### config.mk
export PLATFORM = sky130hd
export DESIGN_NAME = gpio_share_port
export DESIGN_NICKNAME = d
export VERILOG_FILES = /design/src/rtl/gpio_share_pkg.sv /design/src/rtl/gpio_share_sync.sv /design/src/rtl/gpio_share_regs.sv /design/src/rtl/gpio_share_owner.sv /design/src/rtl/gpio_share_port.sv
export SDC_FILE = /design/constraint.sdc
export NUM_CORES = 1
export LEC_CHECK = 0
export ABC_AREA = 1
export ABC_CLOCK_PERIOD_IN_PS = 800
export BUFFER_PORTS_ARGS = -buffer_cell sky130_fd_sc_hd__buf_2
export CAP_MARGIN = 15
export CORE_MARGIN = 1.5
export CORE_UTILIZATION = 45
export DETAILED_ROUTE_END_ITERATION = 7
export PLACE_DENSITY = 0.78
export SETUP_SLACK_MARGIN = 0.15
export SLEW_MARGIN = 20
export SYNTH_ARGS = -nofsm -noshare
export SYNTH_HDL_FRONTEND = slang
export SYNTH_HIERARCHICAL = 1
export SYNTH_SLANG_ARGS = --single-unit
export TNS_END_PERCENT = 20
### constraint.sdc
create_clock -name clk -period 0.8 [get_ports clk]
set_input_delay 0.24 -clock clk [delete_from_list [all_inputs] [get_ports clk]]
set_output_delay 0.24 -clock clk [all_outputs]
set_load 0.1 [all_outputs]
### src/rtl/gpio_share_pkg.sv
package gpio_share_pkg;

  typedef enum logic {
    REG_DATA = 1'b0,
    REG_DIR  = 1'b1
  } port_reg_e;

  // Final pad enable: an owner overrides the direction bit.
  function automatic logic pad_dir(input logic owned, input logic per_oe,
                                   input logic dir_bit);
    return owned ? per_oe : dir_bit;
  endfunction

  // Read source: always chosen by the direction bit, owned or not.
  function automatic logic read_pick(input logic dir_bit, input logic latch_bit,
                                     input logic pin_bit);
    return dir_bit ? latch_bit : pin_bit;
  endfunction

endpackage

### src/rtl/gpio_share_sync.sv
module gpio_share_sync #(
  parameter int WIDTH  = 8,
  parameter int STAGES = 2
) (
  input  logic             clk,
  input  logic             rst_n,
  input  logic [WIDTH-1:0] pin_raw,
  output logic [WIDTH-1:0] pin_sync
);
  localparam int LAST = STAGES - 1;

  logic [WIDTH-1:0] stage_q [STAGES];

  generate
    for (genvar s = 0; s < STAGES; s++) begin : g_stage
      always_ff @(posedge clk or negedge rst_n) begin
        if (!rst_n) stage_q[s] <= '0;
        else if (s == 0) stage_q[s] <= pin_raw;
        else stage_q[s] <= stage_q[(s == 0) ? 0 : s-1];
      end
    end
  endgenerate

  assign pin_sync = stage_q[LAST];
endmodule

### src/rtl/gpio_share_regs.sv
module gpio_share_regs
  import gpio_share_pkg::*;
#(
  parameter int WIDTH = 8
) (
  input  logic             clk,
  input  logic             rst_n,
  input  logic             wr_en,
  input  logic             addr,
  input  logic [WIDTH-1:0] wdata,
  output logic [WIDTH-1:0] latch_q,
  output logic [WIDTH-1:0] dir_q
);
  logic wr_latch, wr_dir;
  assign wr_latch = wr_en && (addr == REG_DATA);
  assign wr_dir   = wr_en && (addr == REG_DIR);

  always_ff @(posedge clk or negedge rst_n) begin
    if (!rst_n) begin
      latch_q <= '0;
      dir_q   <= '0;
    end else begin
      if (wr_latch) latch_q <= wdata;
      if (wr_dir)   dir_q   <= wdata;
    end
  end


  latch_hold_chk: assert property (@(posedge clk) disable iff (!rst_n)
    !wr_latch |=> $stable(latch_q));


  dir_write_chk: assert property (@(posedge clk) disable iff (!rst_n)
    wr_dir |=> dir_q == $past(wdata));
endmodule

### src/rtl/gpio_share_owner.sv
module gpio_share_owner #(
  parameter int WIDTH    = 8,
  parameter int NUM_TMR  = 2,
  parameter int SPI_DBIT = 5,
  parameter int SPI_SBIT = 4,
  parameter int TMR_BASE = 2,
  parameter int UART_BIT = 1
) (
  input  logic                      spi_en,
  input  logic                      spi_master,
  input  logic                      spi_sdo,
  input  logic [NUM_TMR-1:0][1:0]   tmr_mode,
  input  logic [NUM_TMR-1:0]        tmr_oe,
  input  logic [NUM_TMR-1:0]        tmr_do,
  input  logic                      uart_en,
  output logic [WIDTH-1:0]          owned,
  output logic [WIDTH-1:0]          per_oe,
  output logic [WIDTH-1:0]          per_do
);
  always_comb begin
    owned  = '0;
    per_oe = '0;
    per_do = '0;
    // SPI data pin: input as master, driven as slave
    owned[SPI_DBIT]  = spi_en;
    per_oe[SPI_DBIT] = spi_en && !spi_master;
    per_do[SPI_DBIT] = spi_sdo;
    // SPI select pin: owned only in slave mode, always an input
    owned[SPI_SBIT]  = spi_en && !spi_master;
    // timer channels
    for (int c = 0; c < NUM_TMR; c++) begin
      owned[TMR_BASE+c]  = |tmr_mode[c];
      per_oe[TMR_BASE+c] = tmr_oe[c];
      per_do[TMR_BASE+c] = tmr_do[c];
    end
    // UART receive pin: input while enabled
    owned[UART_BIT] = uart_en;
  end
endmodule

### src/rtl/gpio_share_port.sv
module gpio_share_port
  import gpio_share_pkg::*;
#(
  parameter int WIDTH    = 8,
  parameter int NUM_TMR  = 2,
  parameter int SYNC_LEN = 2,
  parameter int SPI_DBIT = 5,
  parameter int SPI_SBIT = 4,
  parameter int TMR_BASE = 2,
  parameter int UART_BIT = 1
) (
  input  logic                   clk,
  input  logic                   rst_n,
  input  logic                   bus_wr,
  input  logic                   bus_addr,
  input  logic [WIDTH-1:0]       bus_wdata,
  output logic [WIDTH-1:0]       bus_rdata,
  input  logic                   spi_en,
  input  logic                   spi_master,
  input  logic                   spi_sdo,
  input  logic [2*NUM_TMR-1:0]   tmr_mode,
  input  logic [NUM_TMR-1:0]     tmr_oe,
  input  logic [NUM_TMR-1:0]     tmr_do,
  input  logic                   uart_en,
  input  logic [WIDTH-1:0]       pad_in,
  output logic [WIDTH-1:0]       pad_oe,
  output logic [WIDTH-1:0]       pad_out
);
  logic [WIDTH-1:0] latch_q, dir_q, pin_sync;
  logic [WIDTH-1:0] owned, per_oe, per_do, read_data;
  logic [NUM_TMR-1:0][1:0] tmr_mode_a;

  assign tmr_mode_a = tmr_mode;

  gpio_share_regs #(.WIDTH(WIDTH)) u_regs (
    .clk(clk), .rst_n(rst_n), .wr_en(bus_wr), .addr(bus_addr),
    .wdata(bus_wdata), .latch_q(latch_q), .dir_q(dir_q)
  );

  gpio_share_sync #(.WIDTH(WIDTH), .STAGES(SYNC_LEN)) u_sync (
    .clk(clk), .rst_n(rst_n), .pin_raw(pad_in), .pin_sync(pin_sync)
  );

  gpio_share_owner #(
    .WIDTH(WIDTH), .NUM_TMR(NUM_TMR), .SPI_DBIT(SPI_DBIT),
    .SPI_SBIT(SPI_SBIT), .TMR_BASE(TMR_BASE), .UART_BIT(UART_BIT)
  ) u_owner (
    .spi_en(spi_en), .spi_master(spi_master), .spi_sdo(spi_sdo),
    .tmr_mode(tmr_mode_a), .tmr_oe(tmr_oe), .tmr_do(tmr_do),
    .uart_en(uart_en), .owned(owned), .per_oe(per_oe), .per_do(per_do)
  );

  generate
    for (genvar i = 0; i < WIDTH; i++) begin : g_pin
      assign pad_oe[i]    = pad_dir(owned[i], per_oe[i], dir_q[i]);
      assign pad_out[i]   = owned[i] ? per_do[i] : latch_q[i];
      assign read_data[i] = read_pick(dir_q[i], latch_q[i], pin_sync[i]);
    end
  endgenerate

  assign bus_rdata = (bus_addr == REG_DIR) ? dir_q : read_data;


  spi_master_din_chk: assert property (@(posedge clk) disable iff (!rst_n)
    (spi_en && spi_master) |-> !pad_oe[SPI_DBIT]);


  ss_slave_input_chk: assert property (@(posedge clk) disable iff (!rst_n)
    (spi_en && !spi_master) |-> !pad_oe[SPI_SBIT]);


  uart_rx_input_chk: assert property (@(posedge clk) disable iff (!rst_n)
    uart_en |-> !pad_oe[UART_BIT]);


  tmr_idle_gpio_chk: assert property (@(posedge clk) disable iff (!rst_n)
    (tmr_mode[1:0] == 2'b00) |-> (pad_oe[TMR_BASE] == dir_q[TMR_BASE]));


  read_latch_chk: assert property (@(posedge clk) disable iff (!rst_n)
    (bus_addr == REG_DATA && dir_q[0]) |-> bus_rdata[0] == latch_q[0]);
endmodule

# [Word level (Yosys, flattened, before mapping)]
# Cells that the tools add are included.
[word_totals] regBits=32 input_bits=32 out_inout_bits=24 wordCells=30
[classes] n_mux=19 bitwise=1 reduce_logical=6
[ops] op="$mux W1" n=18
[ops] op="$mux W8" n=1
[ops] op="$reduce_or A2 Y1" n=2
[ops] op="$logic_and A1 B1 Y1" n=3
[ops] op="$logic_not A1 Y1" n=1
[ops] op="$not A1 Y1" n=1

# [Depth between registers and ports, before layout]
# Gate-level depths: netlist of the first run.
[logic_depth] ltp_word=3 ltp_mapped=5 depth_no_buf=4

# [Modules after synthesis]
# The synthesis of the first run kept the hierarchy.
[modules_own_cells] module="gpio_share_regs" n_inst=1 cells_per_inst=70 area_per_inst_um2=663.1 seq_area_each_um2=400.4
[modules_own_cells] module="gpio_share_sync" n_inst=1 cells_per_inst=24 area_per_inst_um2=460.4 seq_area_each_um2=400.4
[modules_own_cells] module="gpio_share_port" n_inst=1 cells_per_inst=73 area_per_inst_um2=314.1 seq_area_each_um2=0.0
[modules_own_cells] module="gpio_share_owner" n_inst=1 cells_per_inst=30 area_per_inst_um2=193.9 seq_area_each_um2=0.0

# [Least setup slack after synthesis of the first run]
# No wires, ideal clock.
[synth_path] path_kind="reg-to-output" start="reg u_regs.dir_q[0]" end="out pad_oe[0]" arrival_ns=2.487 required_ns=0.560 setup_slack_ns=-1.927 path_stages_with_launch=3 n_path_buf=0 path_cell_list="dfrtp_1 -> inv_1 -> o21ai_0"
[synth_rtl] element="from (decl)" line="gpio_share_regs.sv:12" rtl="output logic [WIDTH-1:0] dir_q"
[synth_rtl] element="from (signal assigned)" line="gpio_share_regs.sv:24" rtl="if (wr_dir) dir_q <= wdata;"
[synth_rtl] element="to (decl)" line="gpio_share_port.sv:26" rtl="output logic [WIDTH-1:0] pad_oe,"
# No word-level cell between the ends.

# [Worst setup path after layout of the first run]
[layout_path] start="reg u_regs.dir_q[4]" end="out bus_rdata[4]"
[layout_via] elab_chain_cells=2
[layout_rtl] element="$mux W1" line="gpio_share_pkg.sv:17" rtl="return dir_bit ? latch_bit : pin_bit;"
[layout_rtl] element="$mux W8 (*)" line="gpio_share_port.sv:61" rtl="assign bus_rdata = (bus_addr == REG_DIR) ? dir_q : read_data;"
[layout_rtl] element="to (decl)" line="gpio_share_port.sv:17" rtl="output logic [WIDTH-1:0] bus_rdata,"
# Mark *: on every way between the ends. The rest lies on a longest branch, timed or not.

==> run_results.csv, run 1 <==
group,metric,value,unit
critical_path,critPathLaunchType,"flop",
run,cap_violations,0,
yosys,synthCells,197,
critical_path,worst-setup-path-type,"reg -> out",
yosys,synth_edf_count,0,
clock_tree,cts_sinks,32,
finish,fin_util,78.9,%
die,die_y,63.2,um
critical_path,r2r-end,"u_regs/dir_q[6]",
yosys,synth_seq_area_share,49.1,%
placed_design,gp_congestion,0.677,
clock_tree,htree_levels,2,
run_status,outcome,"complete, but fails checks",
yosys,synth.area.top_cells,"dfrtp_1, buf_4, nand2_1",
die,rows,21,
finish,syn_to_final_growth,65.1,%
yosys,async_reset_ff_share,100,%
yosys,synth_cell_types,13,
power_and_ir_drop,p_sw,2.32,mW
power_and_ir_drop,power_leakage,1.34,nW
sta,hold_violations,0,
sta,finalSetupViolations,26,
critical_path,cp_slowest_cell,"dfrtp_1",
sta,finalSetupTns,-14.22,ns
clock_tree,clk_pin_slew,0.09,ns
yosys,yosysTopAreaCellShare,49.1,%
die,die_area,4000,um^2
finish,instances_no_fill,313,
min_path,hold_class,"in -> reg",
sta,period_minus_slack,1.47,ns
clock_tree,cts_buffers,5,
power_and_ir_drop,total_power,5.50,mW
sta,finalCritPeriodShare,183,%
detailed_routing,wl,4220,um
placed_design,dp_hpwl,2760,um
sta,max_freq,682,MHz
power_and_ir_drop,p_seq_share,34.2,%
global_routing,overflow,0,
power_and_ir_drop,switching_share,42.3,%
detailed_routing,drt_iter0_drc,50,
clock_tree,root_buffer,"clkbuf_4",
critical_path,critical_path_arrival,1.23,ns
critical_path,cp-end-kind,"output port",
detailed_routing,viasPerCell,4.85,
detailed_routing,vias,1519,
critical_path,critical-path-top-delay-family,"flip-flops",
critical_path,worst-r2r-setup-slack,-0.18,ns
sta,skew,0.000178,ns
finish,drive_gt1_share,51.7,%
power_and_ir_drop,irDropWorstVdd,0.00118,V
die,ioPinCount,56,
critical_path,rr_startpoint,"u_regs/dir_q[6]",
detailed_routing,drtAntennaViolNets,0,
power_and_ir_drop,internal_power,3.17,mW
run_status,violations,"setup timing",
clock_tree,cts_buffer_depth,2,
sta,grt_setup_unrepaired,"true",
detailed_routing,dr.pass1.iters,4,
finish,fin_nets,298,
global_routing,grtUsageTotal,21.6,%
detailed_routing,drc,0,
global_routing,antenna_found_initial,0,
die,start_util,47.8,%
power_and_ir_drop,power.density,2040,nW/um^2
yosys,avgSynthCellArea,8.28,um^2
global_routing,grt_pass1_wl,6690,um
power_and_ir_drop,power_frac_comb,48.9,%
global_routing,grt_pass1_vias,1541,
critical_path,path_depth,4,
critical_path,max_stage_delay,0.42,ns
critical_path,crit_required,0.56,ns
die,core,3420,um^2
finish,n_fill_cell,215,
yosys,ys_seq_elements,32,
global_routing,grt_start_max_net_pins,33,
placed_design,port_buffers,55,
sta,drv_slew,0,
critical_path,ff2ff_path_depth,5,
clock_tree,clock_latency,0.32,ns
detailed_routing,wl_per_cell,13.5,um
critical_path,endpoint,"bus_rdata[4]",
yosys,post-synth-top-count-cell,"nand2_1",
yosys,yosysWarnings,6,
critical_path,crit_chain,"inv_2 > nand3_2 > nand2_2 > buf_12",
yosys,synth_common_cells,"nand2_1, dfrtp_1, buf_4",
finish,num_antenna_cells,0,
die,die_w,63.2,um
clock_tree,cts_tree,"built",
sta,worst_slack,-0.666,ns
critical_path,cp-startpoint,"u_regs/dir_q[4]",
yosys,synth_top_flop_cell,"dfrtp_1",
yosys,synth_top_area_cell,"dfrtp_1",
critical_path,cp_max_fo,3,
placed_design,dp.cells,292,
critical_path,critPathBufInv,2,
yosys,syn_area,1630,um^2
power_and_ir_drop,pwr-share-clk,17.0,%
==> power by group through the flow <==
stage          logic, mW  registers, mW  clock network, mW
2_1_floorplan       1.71           1.86                  0
3_3_place_gp        2.49           1.87                  0
3_5_place_dp        2.53           1.88                  0
4_1_cts             2.58           1.87              0.962
5_1_grt             2.80           1.90               1.05
6_report            2.69           1.88              0.932
==> sequential cells by signal, indices dropped and copies added (netlist names) <==
register,count
u_sync/pin_sync,8
u_regs/dir_q,8
u_sync/stage_q,8
u_regs/latch_q,8
==> worst min path at each step <==
stage / cells past startpoint / startpoint / to
4_1_cts: 1 / pad_in[6] / u_sync/stage_q[14]
5_1_grt: 1 / pad_in[2] / u_sync/stage_q[10]
3_5_place_dp: 2 / rst_n / u_sync/stage_q[13]
3_3_place_gp: 2 / rst_n / u_sync/stage_q[13]
2_1_floorplan: 0 / rst_n / u_regs/dir_q[0]
6_report: 1 / pad_in[0] / u_sync/stage_q[8]
==> metal layers <==
metal  global-route usage (%)  up-vias  wire length [um]
met5                        0        -                 0
met4                     13.6        0               142
met3                     3.04       16               301
met2                     38.8       88              2340
met1                     24.0      698              1440
li1                         -      717                 -
==> cell type report <==
type	instances	area, um^2	area share, %
clock buffer	8	58.8	2.18
tap	46	57.6	2.14
multi-input combinational	122	791	29.4
timing repair buffer	82	892	33.1
inverter	23	93.8	3.48
sequential	32	801	29.7
==> repair_timing <==
action,CTS,global route
hold buffers,1,5
endpoints found under the setup margin,40,40
gates cloned,0,0
pin swaps,20,19
resized for setup,27,7
endpoints found under the hold margin,32,5
buffers inserted,1,6
==> through the flow <==
stage | hold WS, ns | setup WS [ns] | cell area (um^2)
after detailed placement | 0.205 | -0.412 | 2460
after floorplan | -0.0556 | -0.401 | 1890
after CTS | 0.000816 | -0.637 | 2580
after global placement | 0.200 | -0.398 | 2460
after global routing | 0.000136 | -0.725 | 2690
final | 0.0190 | -0.666 | 2690
==> cells by family after synthesis <==
family / share of synthesized area, %
AOI/OAI and AO/OA: 7.36
buffers and inverters: 21.2
other: 0.230
and+or+nand+nor: 22.2
DFF: 49.1
==> cell usage in the layout (no fill, tap or decap) <==
cell | synthesis | final
buf_12 | 0 | 26
buf_2 | 0 | 30
buf_4 | 29 | 18
buf_6 | 3 | 1
buf_8 | 0 | 1
clkbuf_1 | 0 | 2
clkbuf_4 | 0 | 5
clkbuf_8 | 0 | 1
conb_1 | 1 | 13
dfrtp_1 | 32 | 32
dlygate4sd3_1 | 0 | 6
inv_1 | 21 | 6
inv_2 | 1 | 16
inv_8 | 1 | 1
nand2_1 | 58 | 47
nand2_2 | 1 | 11
nand2_4 | 1 | 2
nand3_1 | 24 | 17
nand3_2 | 0 | 7
nor2_4 | 0 | 1
o21ai_1 | 0 | 6
o21ai_2 | 0 | 2
o21ai_4 | 0 | 16
No activity file was read; power rests on OpenSTA's default activity.
==> run 2, diff against run 1 <==
CORE_UTILIZATION = 30   (was 45)
PLACE_DENSITY = 0.56   (was 0.78)
==> run_results.csv, run 2 (synthesized netlist as in run 1, its figures left out) <==
group,metric,value,unit
clock_tree,root_buffer,"clkbuf_8",
finish,fin_nets,290,
global_routing,grtUsageTotal,13.1,%
finish,syn_to_final_growth,63.6,%
placed_design,dp.cells,317,
global_routing,antenna_found_initial,0,
critical_path,cp-end-kind,"output port",
detailed_routing,wl_met3,112,um
clock_tree,cts_buffers,5,
critical_path,crit_required,0.56,ns
detailed_routing,topRoutingLayerUsed,"met4",
sta,period_minus_slack,1.38,ns
finish,final_common_cell,"nand2_1",
critical_path,cp_slowest_cell,"dfrtp_1",
power_and_ir_drop,irDropWorstVdd,0.000928,V
sta,worst_slack,-0.582,ns
die,ioPinCount,56,
critical_path,worst-setup-path-type,"reg -> out",
placed_design,dp_hpwl,2570,um
power_and_ir_drop,total_power,5.70,mW
run,cap_violations,0,
detailed_routing,met2_length,1700,um
finish,fin_util,51.6,%
clock_tree,clock_latency,0.28,ns
critical_path,critical_path_arrival,1.14,ns
clock_tree,cts_hold_buffers,1,
die,core,5170,um^2
critical_path,cp_max_fo,3,
die,die_area,5890,um^2
power_and_ir_drop,power.density,2140,nW/um^2
die,die_y,76.7,um
detailed_routing,wl_met1,1490,um
die,start_util,31.5,%
sta,finalCritPeriodShare,173,%
detailed_routing,vias,1352,
finish,num_antenna_cells,0,
die,die_w,76.7,um
sta,finalSetupViolations,27,
critical_path,critPathBufInv,2,
clock_tree,clk_pin_slew,0.06,ns
detailed_routing,drt_iter0_drc,67,
detailed_routing,wl,3360,um
placed_design,gp_congestion,0.723,
sta,max_freq,724,MHz
finish,multiInputGateArea,771,um^2
finish,n_fill_cell,464,
finish,drive_gt1_share,51.0,%
finish,instances_no_fill,329,
sta,drv_slew,0,
critical_path,crit_chain,"inv_2 > nand3_2 > nand2_2 > buf_12",
detailed_routing,drc,0,
run_status,violations,"hold timing, setup timing",
sta,holdWs,-0.0504,ns
detailed_routing,dr.pass1.iters,2,
sta,hold_violations,28,
clock_tree,cts_sinks,32,
critical_path,max_stage_delay,0.41,ns
detailed_routing,wl_per_cell,10.2,um
global_routing,overflow,0,
detailed_routing,drtAntennaViolNets,0,
run_status,outcome,"complete, but fails checks",
power_and_ir_drop,power_leakage,1.31,nW
global_routing,grt_pass1_vias,1370,
detailed_routing,viasPerCell,4.11,
sta,grt_setup_unrepaired,"true",
sta,finalSetupTns,-12.51,ns
critical_path,critPathLaunchType,"flop",
clock_tree,cts_tree,"built",
sta,skew,0.00135,ns
critical_path,worst-r2r-setup-slack,-0.05,ns
clock_tree,htree_levels,2,
critical_path,critical-path-top-delay-family,"flip-flops",
placed_design,port_buffers,55,
min_path,hold_class,"in -> async",
clock_tree,cts_buffer_depth,2,
finish,final_cell_mix,"nand2_1, dfrtp_1, buf_2",
global_routing,grt_start_max_net_pins,16,
finish,seq_area,801,um^2
die,rows,26,
global_routing,grt_pass1_wl,6050,um
[run 2: cell type report]
cell class,instances,share of cell area (%)
timing repair buffer,74,30.9
sequential,32,30.0
multi-input combinational,122,28.9
inverter,23,3.52
clock buffer,8,3.38
tap,70,3.28
[run 2: routing by layer]
| layer | vias to the layer above | global-route usage (%) |
|---|---|---|
| li1 | 699 | - |
| met1 | 618 | 15.1 |
| met2 | 27 | 23.0 |
| met3 | 8 | 2.98 |
| met4 | 0 | 6.11 |
| met5 | - | 0 |
[run 2: per-stage QoR]
step | worst slack [ns] | hold WS (ns) | area (um^2)
5_1_grt | -0.635 | -0.0499 | 2670
2_1_floorplan | -0.401 | -0.0556 | 1890
3_5_place_dp | -0.447 | 0.0990 | 2510
6_report | -0.582 | -0.0504 | 2670
4_1_cts | -0.578 | -0.0506 | 2650
3_3_place_gp | -0.454 | 0.100 | 2510
[run 2: final timing paths]
path,start,to,depth (start not counted)
max,u_regs/dir_q[2],bus_rdata[2],4
max reg2reg,u_regs/dir_q[1],u_regs/dir_q[1],4
min,rst_n,u_regs/dir_q[5],2
max in group asynchronous,rst_n,u_sync/stage_q[10],2
min reg2reg,u_sync/stage_q[14],u_sync/pin_sync[6],0
min in group clk,pad_in[7],u_sync/stage_q[15],1
[run 2: report_power, final]
| part | switching, mW | internal [mW] | total (mW) |
|---|---|---|---|
| Clock | 0.547 | 0.700 | 1.25 |
| Sequential | 0.115 | 1.76 | 1.88 |
| Combinational | 1.64 | 0.944 | 2.58 |
| Total | 2.30 | 3.41 | 5.70 |
[run 2: timing repair]
item / in CTS / in global routing
pin swaps: 15 / 0
hold endpoints to repair: 4 / 28
endpoints found under the setup margin: 40 / 40
buffers inserted: 2 / 1
gates resized for setup: 22 / 7
